[config.mk]
export PLATFORM = sky130hd
export DESIGN_NAME = spi_port
export DESIGN_NICKNAME = d
export VERILOG_FILES = /design/src/rtl/spi_port_pkg.sv /design/src/rtl/spi_port_baud.sv /design/src/rtl/spi_port_engine.sv /design/src/rtl/spi_port.sv
export SDC_FILE = /design/constraint.sdc
export NUM_CORES = 1
export LEC_CHECK = 0
export ABC_CLOCK_PERIOD_IN_PS = 5100
export BUFFER_PORTS_ARGS = -buffer_cell sky130_fd_sc_hd__buf_2
export CAP_MARGIN = 30
export CORE_UTILIZATION = 59
export DETAILED_ROUTE_END_ITERATION = 7
export PLACE_DENSITY = 0.8
export SLEW_MARGIN = 20
export SYNTH_ARGS = -nofsm -noshare
export SYNTH_HDL_FRONTEND = slang
export SYNTH_HIERARCHICAL = 1
export SYNTH_SLANG_ARGS = --single-unit
[constraint.sdc]
create_clock -name clk -period 5.1 [get_ports clk]
set_input_delay 0.51 -clock clk [delete_from_list [all_inputs] [get_ports clk]]
set_output_delay 0.51 -clock clk [all_outputs]
set_load 0.005 [all_outputs]
[src/rtl/spi_port_pkg.sv]
package spi_port_pkg;
    localparam int WORD_W  = 16;
    localparam int SHORT_W = 8;
    localparam int BAUD_W  = 8;
    localparam int ADDR_W  = 2;
    localparam int MIN_DIV = 2;

    localparam logic [ADDR_W-1:0] A_CTRL = 2'd0;
    localparam logic [ADDR_W-1:0] A_STAT = 2'd1;
    localparam logic [ADDR_W-1:0] A_DATA = 2'd2;

    typedef struct packed {
        logic [BAUD_W-1:0] div;
        logic              rsv;
        logic              od;
        logic              wide;
        logic              lsb;
        logic              cpha;
        logic              cpol;
        logic              master;
        logic              en;
    } ctrl_t;
endpackage

[src/rtl/spi_port_baud.sv]
module spi_port_baud #(
    parameter int BAUD_W  = 8,
    parameter int MIN_DIV = 2
) (
    input  logic              clk,
    input  logic              rst_n,
    input  logic              run_i,
    input  logic [BAUD_W-1:0] div_i,
    output logic              tick_o
);
    localparam logic [BAUD_W-1:0] FLOOR = BAUD_W'(MIN_DIV);

    logic [BAUD_W-1:0] cnt_d, cnt_q;
    logic [BAUD_W-1:0] limit;

    always_comb begin
        limit  = (div_i < FLOOR) ? FLOOR : div_i;
        tick_o = run_i && (cnt_q == limit - 1'b1);
        if (!run_i || tick_o) cnt_d = '0;
        else                  cnt_d = cnt_q + 1'b1;
    end

    always_ff @(posedge clk or negedge rst_n) begin
        if (!rst_n) cnt_q <= '0;
        else        cnt_q <= cnt_d;
    end

    // half periods never shorter than two clocks
    p_tick_gap_r5: assert property (@(posedge clk) disable iff (!rst_n)
        tick_o |=> !tick_o) else $error("divider ticked on consecutive clocks");
endmodule

[src/rtl/spi_port_engine.sv]
module spi_port_engine #(
    parameter int WORD_W  = 16,
    parameter int SHORT_W = 8
) (
    input  logic              clk,
    input  logic              rst_n,
    input  logic              en_i,
    input  logic              master_i,
    input  logic              cpol_i,
    input  logic              cpha_i,
    input  logic              lsb_i,
    input  logic              wide_i,
    input  logic              tick_i,
    input  logic              start_i,
    input  logic [WORD_W-1:0] load_i,
    input  logic              abort_i,
    input  logic              sck_i,
    input  logic              ss_n_i,
    input  logic              din_i,
    output logic              busy_o,
    output logic              run_o,
    output logic              done_o,
    output logic [WORD_W-1:0] rx_o,
    output logic              sck_o,
    output logic              dout_o,
    output logic              sel_o,
    output logic              ss_low_o
);
    localparam int CNT_W = $clog2(WORD_W + 1);

    typedef struct packed {
        logic [WORD_W-1:0] sr;
        logic [WORD_W-1:0] rx;
        logic [CNT_W-1:0]  cnt;
        logic              samp;
        logic              half;
        logic              mbusy;
        logic              sck;
        logic              done;
        logic [2:0]        sck_s;
        logic [1:0]        ss_s;
    } eng_t;

    eng_t d, q;

    function automatic logic [WORD_W-1:0] trim(input logic [WORD_W-1:0] v, input logic wide);
        logic [WORD_W-1:0] r;
        r = v;
        if (!wide) r[WORD_W-1:SHORT_W] = '0;
        return r;
    endfunction

    function automatic logic [WORD_W-1:0] push(input logic [WORD_W-1:0] v, input logic b,
                                               input logic lsb, input logic wide);
        logic [WORD_W-1:0] r;
        if (!lsb) r = {v[WORD_W-2:0], b};
        else begin
            r = v >> 1;
            if (wide) r[WORD_W-1]  = b;
            else      r[SHORT_W-1] = b;
        end
        return trim(r, wide);
    endfunction

    logic             slave_act, edge_seen, lead, bit_in;
    logic [CNT_W-1:0] nbits, cnt_nx;

    always_comb begin
        d         = q;
        d.done    = 1'b0;
        d.sck_s   = {q.sck_s[1:0], sck_i};
        d.ss_s    = {q.ss_s[0], ss_n_i};
        nbits     = wide_i ? CNT_W'(WORD_W) : CNT_W'(SHORT_W);
        cnt_nx    = q.cnt + 1'b1;
        slave_act = en_i && !master_i && !q.ss_s[1];
        edge_seen = 1'b0;
        lead      = 1'b0;
        bit_in    = 1'b0;

        if (master_i) begin
            if (q.mbusy && tick_i) begin
                edge_seen = 1'b1;
                lead      = !q.half;
                d.sck     = !q.sck;
                d.half    = !q.half;
            end else if (!q.mbusy) begin
                d.sck = cpol_i;
            end
        end else if (slave_act && (q.sck_s[2] != q.sck_s[1])) begin
            edge_seen = 1'b1;
            lead      = (q.sck_s[1] != cpol_i);
        end

        if (edge_seen) begin
            if (lead) begin
                if (!cpha_i)          d.samp = din_i;
                else if (q.cnt != '0) d.sr   = push(q.sr, q.samp, lsb_i, wide_i);
            end else begin
                bit_in = cpha_i ? din_i : q.samp;
                if (cnt_nx == nbits) begin
                    d.sr    = push(q.sr, bit_in, lsb_i, wide_i);
                    d.rx    = d.sr;
                    d.done  = 1'b1;
                    d.cnt   = '0;
                    d.mbusy = 1'b0;
                end else begin
                    d.cnt = cnt_nx;
                    if (!cpha_i) d.sr   = push(q.sr, bit_in, lsb_i, wide_i);
                    else         d.samp = bit_in;
                end
            end
        end

        if (!master_i && !slave_act) d.cnt = '0;

        if (start_i) begin
            d.sr   = trim(load_i, wide_i);
            d.cnt  = '0;
            d.half = 1'b0;
            d.sck  = cpol_i;
            if (master_i) d.mbusy = 1'b1;
        end

        if (abort_i) begin
            d.mbusy = 1'b0;
            d.cnt   = '0;
            d.half  = 1'b0;
            d.sck   = cpol_i;
            d.done  = 1'b0;
        end
    end

    always_ff @(posedge clk or negedge rst_n) begin
        if (!rst_n) begin
            q      <= '0;
            q.ss_s <= 2'b11;
        end else begin
            q <= d;
        end
    end

    assign busy_o   = master_i ? q.mbusy : (en_i && !master_i && !q.ss_s[1]);
    assign run_o    = master_i && q.mbusy;
    assign done_o   = q.done;
    assign rx_o     = q.rx;
    assign sck_o    = q.sck;
    assign dout_o   = lsb_i ? q.sr[0] : (wide_i ? q.sr[WORD_W-1] : q.sr[SHORT_W-1]);
    assign sel_o    = en_i && !master_i && !q.ss_s[1];
    assign ss_low_o = !q.ss_s[1];

    // completion is a single-cycle event
    p_done_pulse_r2: assert property (@(posedge clk) disable iff (!rst_n)
        done_o |=> !done_o) else $error("completion held longer than one cycle");

    // the register side never reloads a running shifter
    p_start_idle_r8: assert property (@(posedge clk) disable iff (!rst_n)
        start_i |-> !busy_o) else $error("shifter reloaded during a transfer");
endmodule

[src/rtl/spi_port.sv]
module spi_port
    import spi_port_pkg::*;
(
    input  logic              clk,
    input  logic              rst_n,
    input  logic              bus_sel,
    input  logic              bus_wr,
    input  logic              bus_rd,
    input  logic [ADDR_W-1:0] bus_addr,
    input  logic [WORD_W-1:0] bus_wdata,
    output logic [WORD_W-1:0] bus_rdata,
    input  logic              sck_i,
    output logic              sck_o,
    output logic              sck_oe,
    input  logic              mosi_i,
    output logic              mosi_o,
    output logic              mosi_oe,
    input  logic              miso_i,
    output logic              miso_o,
    output logic              miso_oe,
    input  logic              ss_n_i
);
    typedef struct packed {
        ctrl_t ctrl;
        logic  done;
        logic  wcol;
        logic  modf;
        logic  arm;
    } top_t;

    top_t d, q;

    logic              tick, run, busy, eng_done, dout, sel, ss_low;
    logic              start, abort, modf_hit;
    logic              wr_ctrl, wr_stat, wr_data, rd_stat, acc_data;
    logic [WORD_W-1:0] rx;
    logic              drv_m;

    spi_port_baud #(.BAUD_W(BAUD_W), .MIN_DIV(MIN_DIV)) u_baud (
        .clk    (clk),
        .rst_n  (rst_n),
        .run_i  (run),
        .div_i  (q.ctrl.div),
        .tick_o (tick)
    );

    spi_port_engine #(.WORD_W(WORD_W), .SHORT_W(SHORT_W)) u_engine (
        .clk      (clk),
        .rst_n    (rst_n),
        .en_i     (q.ctrl.en),
        .master_i (q.ctrl.master),
        .cpol_i   (q.ctrl.cpol),
        .cpha_i   (q.ctrl.cpha),
        .lsb_i    (q.ctrl.lsb),
        .wide_i   (q.ctrl.wide),
        .tick_i   (tick),
        .start_i  (start),
        .load_i   (bus_wdata),
        .abort_i  (abort),
        .sck_i    (sck_i),
        .ss_n_i   (ss_n_i),
        .din_i    (q.ctrl.master ? miso_i : mosi_i),
        .busy_o   (busy),
        .run_o    (run),
        .done_o   (eng_done),
        .rx_o     (rx),
        .sck_o    (sck_o),
        .dout_o   (dout),
        .sel_o    (sel),
        .ss_low_o (ss_low)
    );

    always_comb begin
        wr_ctrl  = bus_sel && bus_wr && (bus_addr == A_CTRL);
        wr_stat  = bus_sel && bus_wr && (bus_addr == A_STAT);
        wr_data  = bus_sel && bus_wr && (bus_addr == A_DATA);
        rd_stat  = bus_sel && bus_rd && (bus_addr == A_STAT);
        acc_data = bus_sel && (bus_wr || bus_rd) && (bus_addr == A_DATA);
        modf_hit = q.ctrl.en && q.ctrl.master && ss_low;
        start    = wr_data && !busy && q.ctrl.en && !modf_hit;
        abort    = modf_hit || !q.ctrl.en;

        d = q;
        if (wr_ctrl) begin
            d.ctrl     = ctrl_t'(bus_wdata);
            d.ctrl.rsv = 1'b0;
        end
        if (wr_stat && bus_wdata[1]) d.wcol = 1'b0;
        if (wr_stat && bus_wdata[2]) d.modf = 1'b0;
        if (wr_data && busy)         d.wcol = 1'b1;
        if (rd_stat && q.done)       d.arm  = 1'b1;
        if (acc_data && q.arm) begin
            d.done = 1'b0;
            d.arm  = 1'b0;
        end
        if (eng_done) d.done = 1'b1;
        if (modf_hit) begin
            d.modf        = 1'b1;
            d.ctrl.master = 1'b0;
            d.ctrl.en     = 1'b0;
        end
    end

    always_ff @(posedge clk or negedge rst_n) begin
        if (!rst_n) q <= '0;
        else        q <= d;
    end

    always_comb begin
        case (bus_addr)
            A_CTRL:  bus_rdata = q.ctrl;
            A_STAT:  bus_rdata = {{(WORD_W-3){1'b0}}, q.modf, q.wcol, q.done};
            A_DATA:  bus_rdata = rx;
            default: bus_rdata = '0;
        endcase
    end

    assign drv_m   = q.ctrl.en && q.ctrl.master;
    assign mosi_o  = dout;
    assign miso_o  = dout;
    assign sck_oe  = drv_m && (!q.ctrl.od || !sck_o);
    assign mosi_oe = drv_m && (!q.ctrl.od || !dout);
    assign miso_oe = sel   && (!q.ctrl.od || !dout);

    // a fault leaves the block neither enabled nor master
    p_modf_release_r7: assert property (@(posedge clk) disable iff (!rst_n)
        $rose(q.modf) |-> (!q.ctrl.master && !q.ctrl.en)) else $error("mode fault kept master role");

    // never drives both data lines at once
    p_dir_excl_r11: assert property (@(posedge clk) disable iff (!rst_n)
        !(mosi_oe && miso_oe)) else $error("both data lines driven");
endmodule

# Word level (Yosys, flattened, before mapping)
# Cells that the tools add are included.
# Widths: inputs -> output; s select.
dict set report op_classes {
  reduce_logical 62
  n_eq_ne 13
  n_bitwise 1
  n_addsub 3
  magnitude_cmp 1
  muxes 65
}
# op n
set op_table {}
lappend op_table {{$mux 16} 9}
lappend op_table {{$pmux 16 s3} 1}
lappend op_table {{$mux 8} 5}
lappend op_table {{$mux 1} 39}
lappend op_table {{$mux 38} 1}
lappend op_table {{$logic_and 1x1->1} 28}
lappend op_table {{$mux 5} 5}
lappend op_table {{$mux 21} 1}
lappend op_table {{$reduce_bool 2->1} 7}
lappend op_table {{$logic_not 1->1} 11}
lappend op_table {{$add 8x1->8 const B} 1}
lappend op_table {{$eq 8x8->1} 1}
lappend op_table {{$lt 8x2->1 const B} 1}
lappend op_table {{$ne 4x4->1 const B} 2}
lappend op_table {{$reduce_and 4->1} 2}
lappend op_table {{$sub 8x1->8 const B} 1}
lappend op_table {{$ne 3x3->1 const B} 2}
lappend op_table {{$reduce_and 2->1} 3}
lappend op_table {{$reduce_bool 3->1} 2}
lappend op_table {{$add 5x1->5 const B} 1}
lappend op_table {{$eq 5x5->1} 1}
lappend op_table {{$logic_or 1x1->1} 5}
lappend op_table {{$reduce_bool 5->1} 1}
lappend op_table {{$mux 2} 2}
lappend op_table {{other kinds (12)} 13}
dict set report word_totals {
  word_cells 168
  ff_bits 74
  input_bits 27
  output_inout_bits 22
}

# Depth between registers and ports, before layout
dict set report logic_depth {
  depth_word 13
  mapped_depth 16
  depth_no_buf 14
}

# By module
# Netlist, hierarchy kept.
# mod n_inst seq_area_each_um2 cells_per_inst area_each_um2
set by_module_without_submodules {}
lappend by_module_without_submodules {spi_port_engine 1 1178.6 263 2662.6}
lappend by_module_without_submodules {spi_port 1 475.5 108 1121.1}
lappend by_module_without_submodules {spi_port_baud 1 200.2 76 706.9}

# Worst setup path after synthesis
# OpenSTA, ideal clock, no wires.
dict set report synth_path {
  path_kind {register to register}
  startpoint {register q[14] (netlist name)}
  endpoint {register u_engine/q[32] (netlist name)}
  required_time_ps 4975
  period_less_slack_ps 3612
  path_stages_with_launch 16
  n_path_buf 2
  arrival_ps 3487
  setup_ps 125
  path_slack_ps 1488
  path_cell_list {dfrtp_1 > buf_6 > nor4_1 > a21oi_1 > ha_1 > and2_1 > a211o_2 > a31oi_4 > nor4_1 > and2_1 > nand3_1 > o32a_4 > nor2_4 > a211oi_4 > buf_8 > mux2_4}
}
# element line
set synth_lines {}
lappend synth_lines {{end, declared} spi_port_engine.sv:44} ;# eng_t d, q;

==> impl_metrics.csv <==
group,metric,value,unit
clock_tree,htreeDepth,3,
timing,holdWs,0.155,ns
timing,clock_skew,0.00402,ns
synthesis,ys_ff_latch,74,
clock_tree,holdBufCountCts,0,
drt,drc,0,
synthesis,synth_top_area_cell,"dfrtp_1",
floorplanning,die_w,89.2,um
synthesis,syn_inst,447,
timing,worst_pin_slew,0.636,ns
setup_path,regToRegStartpoint,"q[14]",
floorplanning,fp.dieH,89.2,um
global_routing,grt_overflow,0,
synthesis,async_flop_share,100,%
drt,drt_wl_total,10500,um
global_routing,antenna_found_initial,0,
layout,fillers,603,
floorplanning,rows,31,
global_routing,grt_usage,28.5,%
drt,wire_per_inst,17.9,um
synthesis,synth_edf_count,0,
synthesis,synth.area.top_cells,"dfrtp_1 40%, mux2i_1 6.0%, mux2_4 5.7%",
drt,firstDrtPassIters,5,
setup_path,cp_max_fo,22,
layout,drive_gt1_share,25.2,%
power_and_ir_drop,powerDensity,319,nW/um2
timing,min_period_over_period,83.8,%
setup_path,cp.required,5.33,ns
drt,via_count,3504,
clock_tree,clock-sinks,74,
setup_path,arrival,4.51,ns
layout,area_growth,9.64,%
status,status,"completed",
placement,post-dp-hpwl,7200,um
floorplanning,start_util,61.6,%
synthesis,syn_avg_cell_area,10.0,um2
timing,tns,0,ns
global_routing,grt_pass1_vias,3384,
floorplanning,ios,49,
synthesis,syn-num-nets,478,
layout,final_cell_mix,"72 x dfrtp_1, 56 x nand2_1, 48 x buf_2",
clock_tree,cts_buffers,9,
placement,port_buffers,48,
clock_tree,clockBufferDepth,2,
floorplanning,core_area,7290,um2
floorplanning,dieArea,7960,um2
timing,fmaxAchievable,234,MHz
setup_path,worst-r2r-setup-slack,0.83,ns
clock_tree,cts_tree,"yes",
layout,mostFrequentLayoutCell,"dfrtp_1",
layout,num-nets-final,511,
run,max-cap-violations,0,
synthesis,seq_area_frac_synth,41.3,%
drt,ant_nets,0,
global_routing,grt_max_degree,75,
synthesis,syn_area,4490,um2
timing,rsz0062_at_grt,"false",
global_routing,grt_first_pass_wirelength,16700,um
placement,gp_congestion,0.856,
setup_path,setup.worst_path.start_class,"flip-flop",
setup_path,timing.rr.end,"u_engine/rx_o[15]",
power_and_ir_drop,p_leak,2.25,nW
setup_path,crit_path_end_kind,"flip-flop",
timing,relSlewSlack,57.6,%
synthesis,yosys.area.top_type_share,40.1,%
synthesis,yosys_warnings,6,
clock_tree,path_clk_slew,0.07,ns
setup_path,critPathKind,"reg -> reg",
power_and_ir_drop,peakVddDrop,0.267,mV
drt,vias_per_cell,6.00,
clock_tree,cts_resized,0,
clock_tree,clockRootBuffer,"clkbuf_8",
drt,first_iter_violations,246,
timing,finalHoldViolations,0,
synthesis,yosysUniqueCellTypes,69,
clock_tree,clk_latency,0.35,ns
timing,setup_violations,0,
synthesis,ys.flop_type,"dfrtp_1",
timing,period_minus_slack,4.27,ns
clock_tree,post_cts_buffers,0,
layout,antenna_cells,0,
timing,maxSlewViolCount,0,
min_path,hold_class,"in -> async",
setup_path,ff2ff_path_depth,14,
-- state kept, by name (all words and copies together) (netlist names) --
| register | cells |
|---|---|
| u_baud/cnt_q | 8 |
| u_engine/q | 26 |
| u_engine/d | 3 |
| u_engine/rx_o | 16 |
| u_engine/done_o | 1 |
| u_engine/sck_o | 1 |
| q | 19 |
-- report_power, final --
group	switching (mW)	leakage (nW)	internal, mW
combinational	0.184	1.18	0.173
sequential	0.106	0.967	0.641
clock	0.212	0.101	0.253
total	0.502	2.25	1.07
-- worst max path at each step --
| stage | start | to | slack, ns | cells past startpoint |
|---|---|---|---|---|
| 6_report | q[14] | u_engine/rx_o[15] | 0.83 | 14 |
| 5_1_grt | q[14] | u_engine/rx_o[15] | 0.39 | 14 |
| 4_1_cts | q[14] | u_engine/rx_o[15] | 0.97 | 14 |
| 3_5_place_dp | q[14] | u_engine/rx_o[15] | 1.01 | 14 |
| 3_3_place_gp | q[14] | u_engine/rx_o[15] | 1.17 | 14 |
| 2_1_floorplan | q[14] | u_engine/q[32] | 1.49 | 15 |
-- final cells by class --
| class | count | area (um2) | area share, % |
|---|---|---|---|
| Multi-Input combinational cell | 323 | 2350 | 47.8 |
| Sequential cell | 74 | 1850 | 37.7 |
| Tap cell | 99 | 124 | 2.52 |
| Clock inverter | 2 | 35.0 | 0.712 |
| Clock buffer | 14 | 163 | 3.30 |
| Timing Repair Buffer | 56 | 335 | 6.81 |
| Inverter | 16 | 60.1 | 1.22 |
-- per-layer routing --
metal	GRT usage, %	routed length [um]	vias up
met5	0	0	-
met4	9.38	227	0
met3	6.74	592	27
met2	48.4	5220	119
met1	36.0	4410	1736
li1	-	-	1622
-- stage by stage --
step                      worst slack [ns]  cells  power, mW  instance area (um2)  util, %
final                                0.825    584       1.57                 4920     67.5
after global routing                 0.390    584       1.65                 4920     67.5
after CTS                            0.968    582       1.56                 4880     66.9
after detailed placement              1.01    566       1.10                 4680     64.2
after global placement                1.17    565       1.08                 4670     64.0
after floorplan                       1.49    447      0.979                 4490        -
-- logic make-up (layout without fill, tap and decap cells) --
| kind of cell | count (synthesis) | count (layout) | share of synthesized area, % |
|---|---|---|---|
| AND/OR/NAND/NOR | 143 | 143 | 15.8 |
| AO/OA/AOI/OAI | 88 | 88 | 13.7 |
| flip-flops | 74 | 74 | 41.3 |
| multiplexers | 68 | 68 | 17.7 |
| buffers and inverters | 50 | 88 | 6.46 |
| XOR/XNOR | 20 | 20 | 3.90 |
| adder cells (fa/ha/maj) | 4 | 4 | 1.11 |
-- cells in the mapped netlist, types with 5 or more instances --
cell,instances
inv_1,16
xor2_1,11
mux2_1,6
nand2_1,56
clkbuf_1,10
nor2b_1,5
a21oi_1,10
xnor2_1,9
nor3_1,6
mux2i_1,27
o21ai_0,37
o21ai_1,12
nand3_1,9
mux2_4,17
nor2_1,33
mux2_2,18
and2_1,5
dfrtp_1,72
buf_4,18
-- worst max-delay path, stage by stage, from the launching register on --
cell and delay, ns:
dfrtp_1 0.49, nor4_1 0.49, nand2_1 0.18, nand2_1 0.10
ha_1 0.22, nor3b_1 0.24, xnor2_1 0.17, nand4b_2 0.17
nor4_1 0.30, and2_1 0.24, nand3_1 0.24, o32ai_4 0.28
nand3b_1 0.40, buf_4 0.35, mux2_2 0.28
No activity file was read; power rests on OpenSTA's default activity.
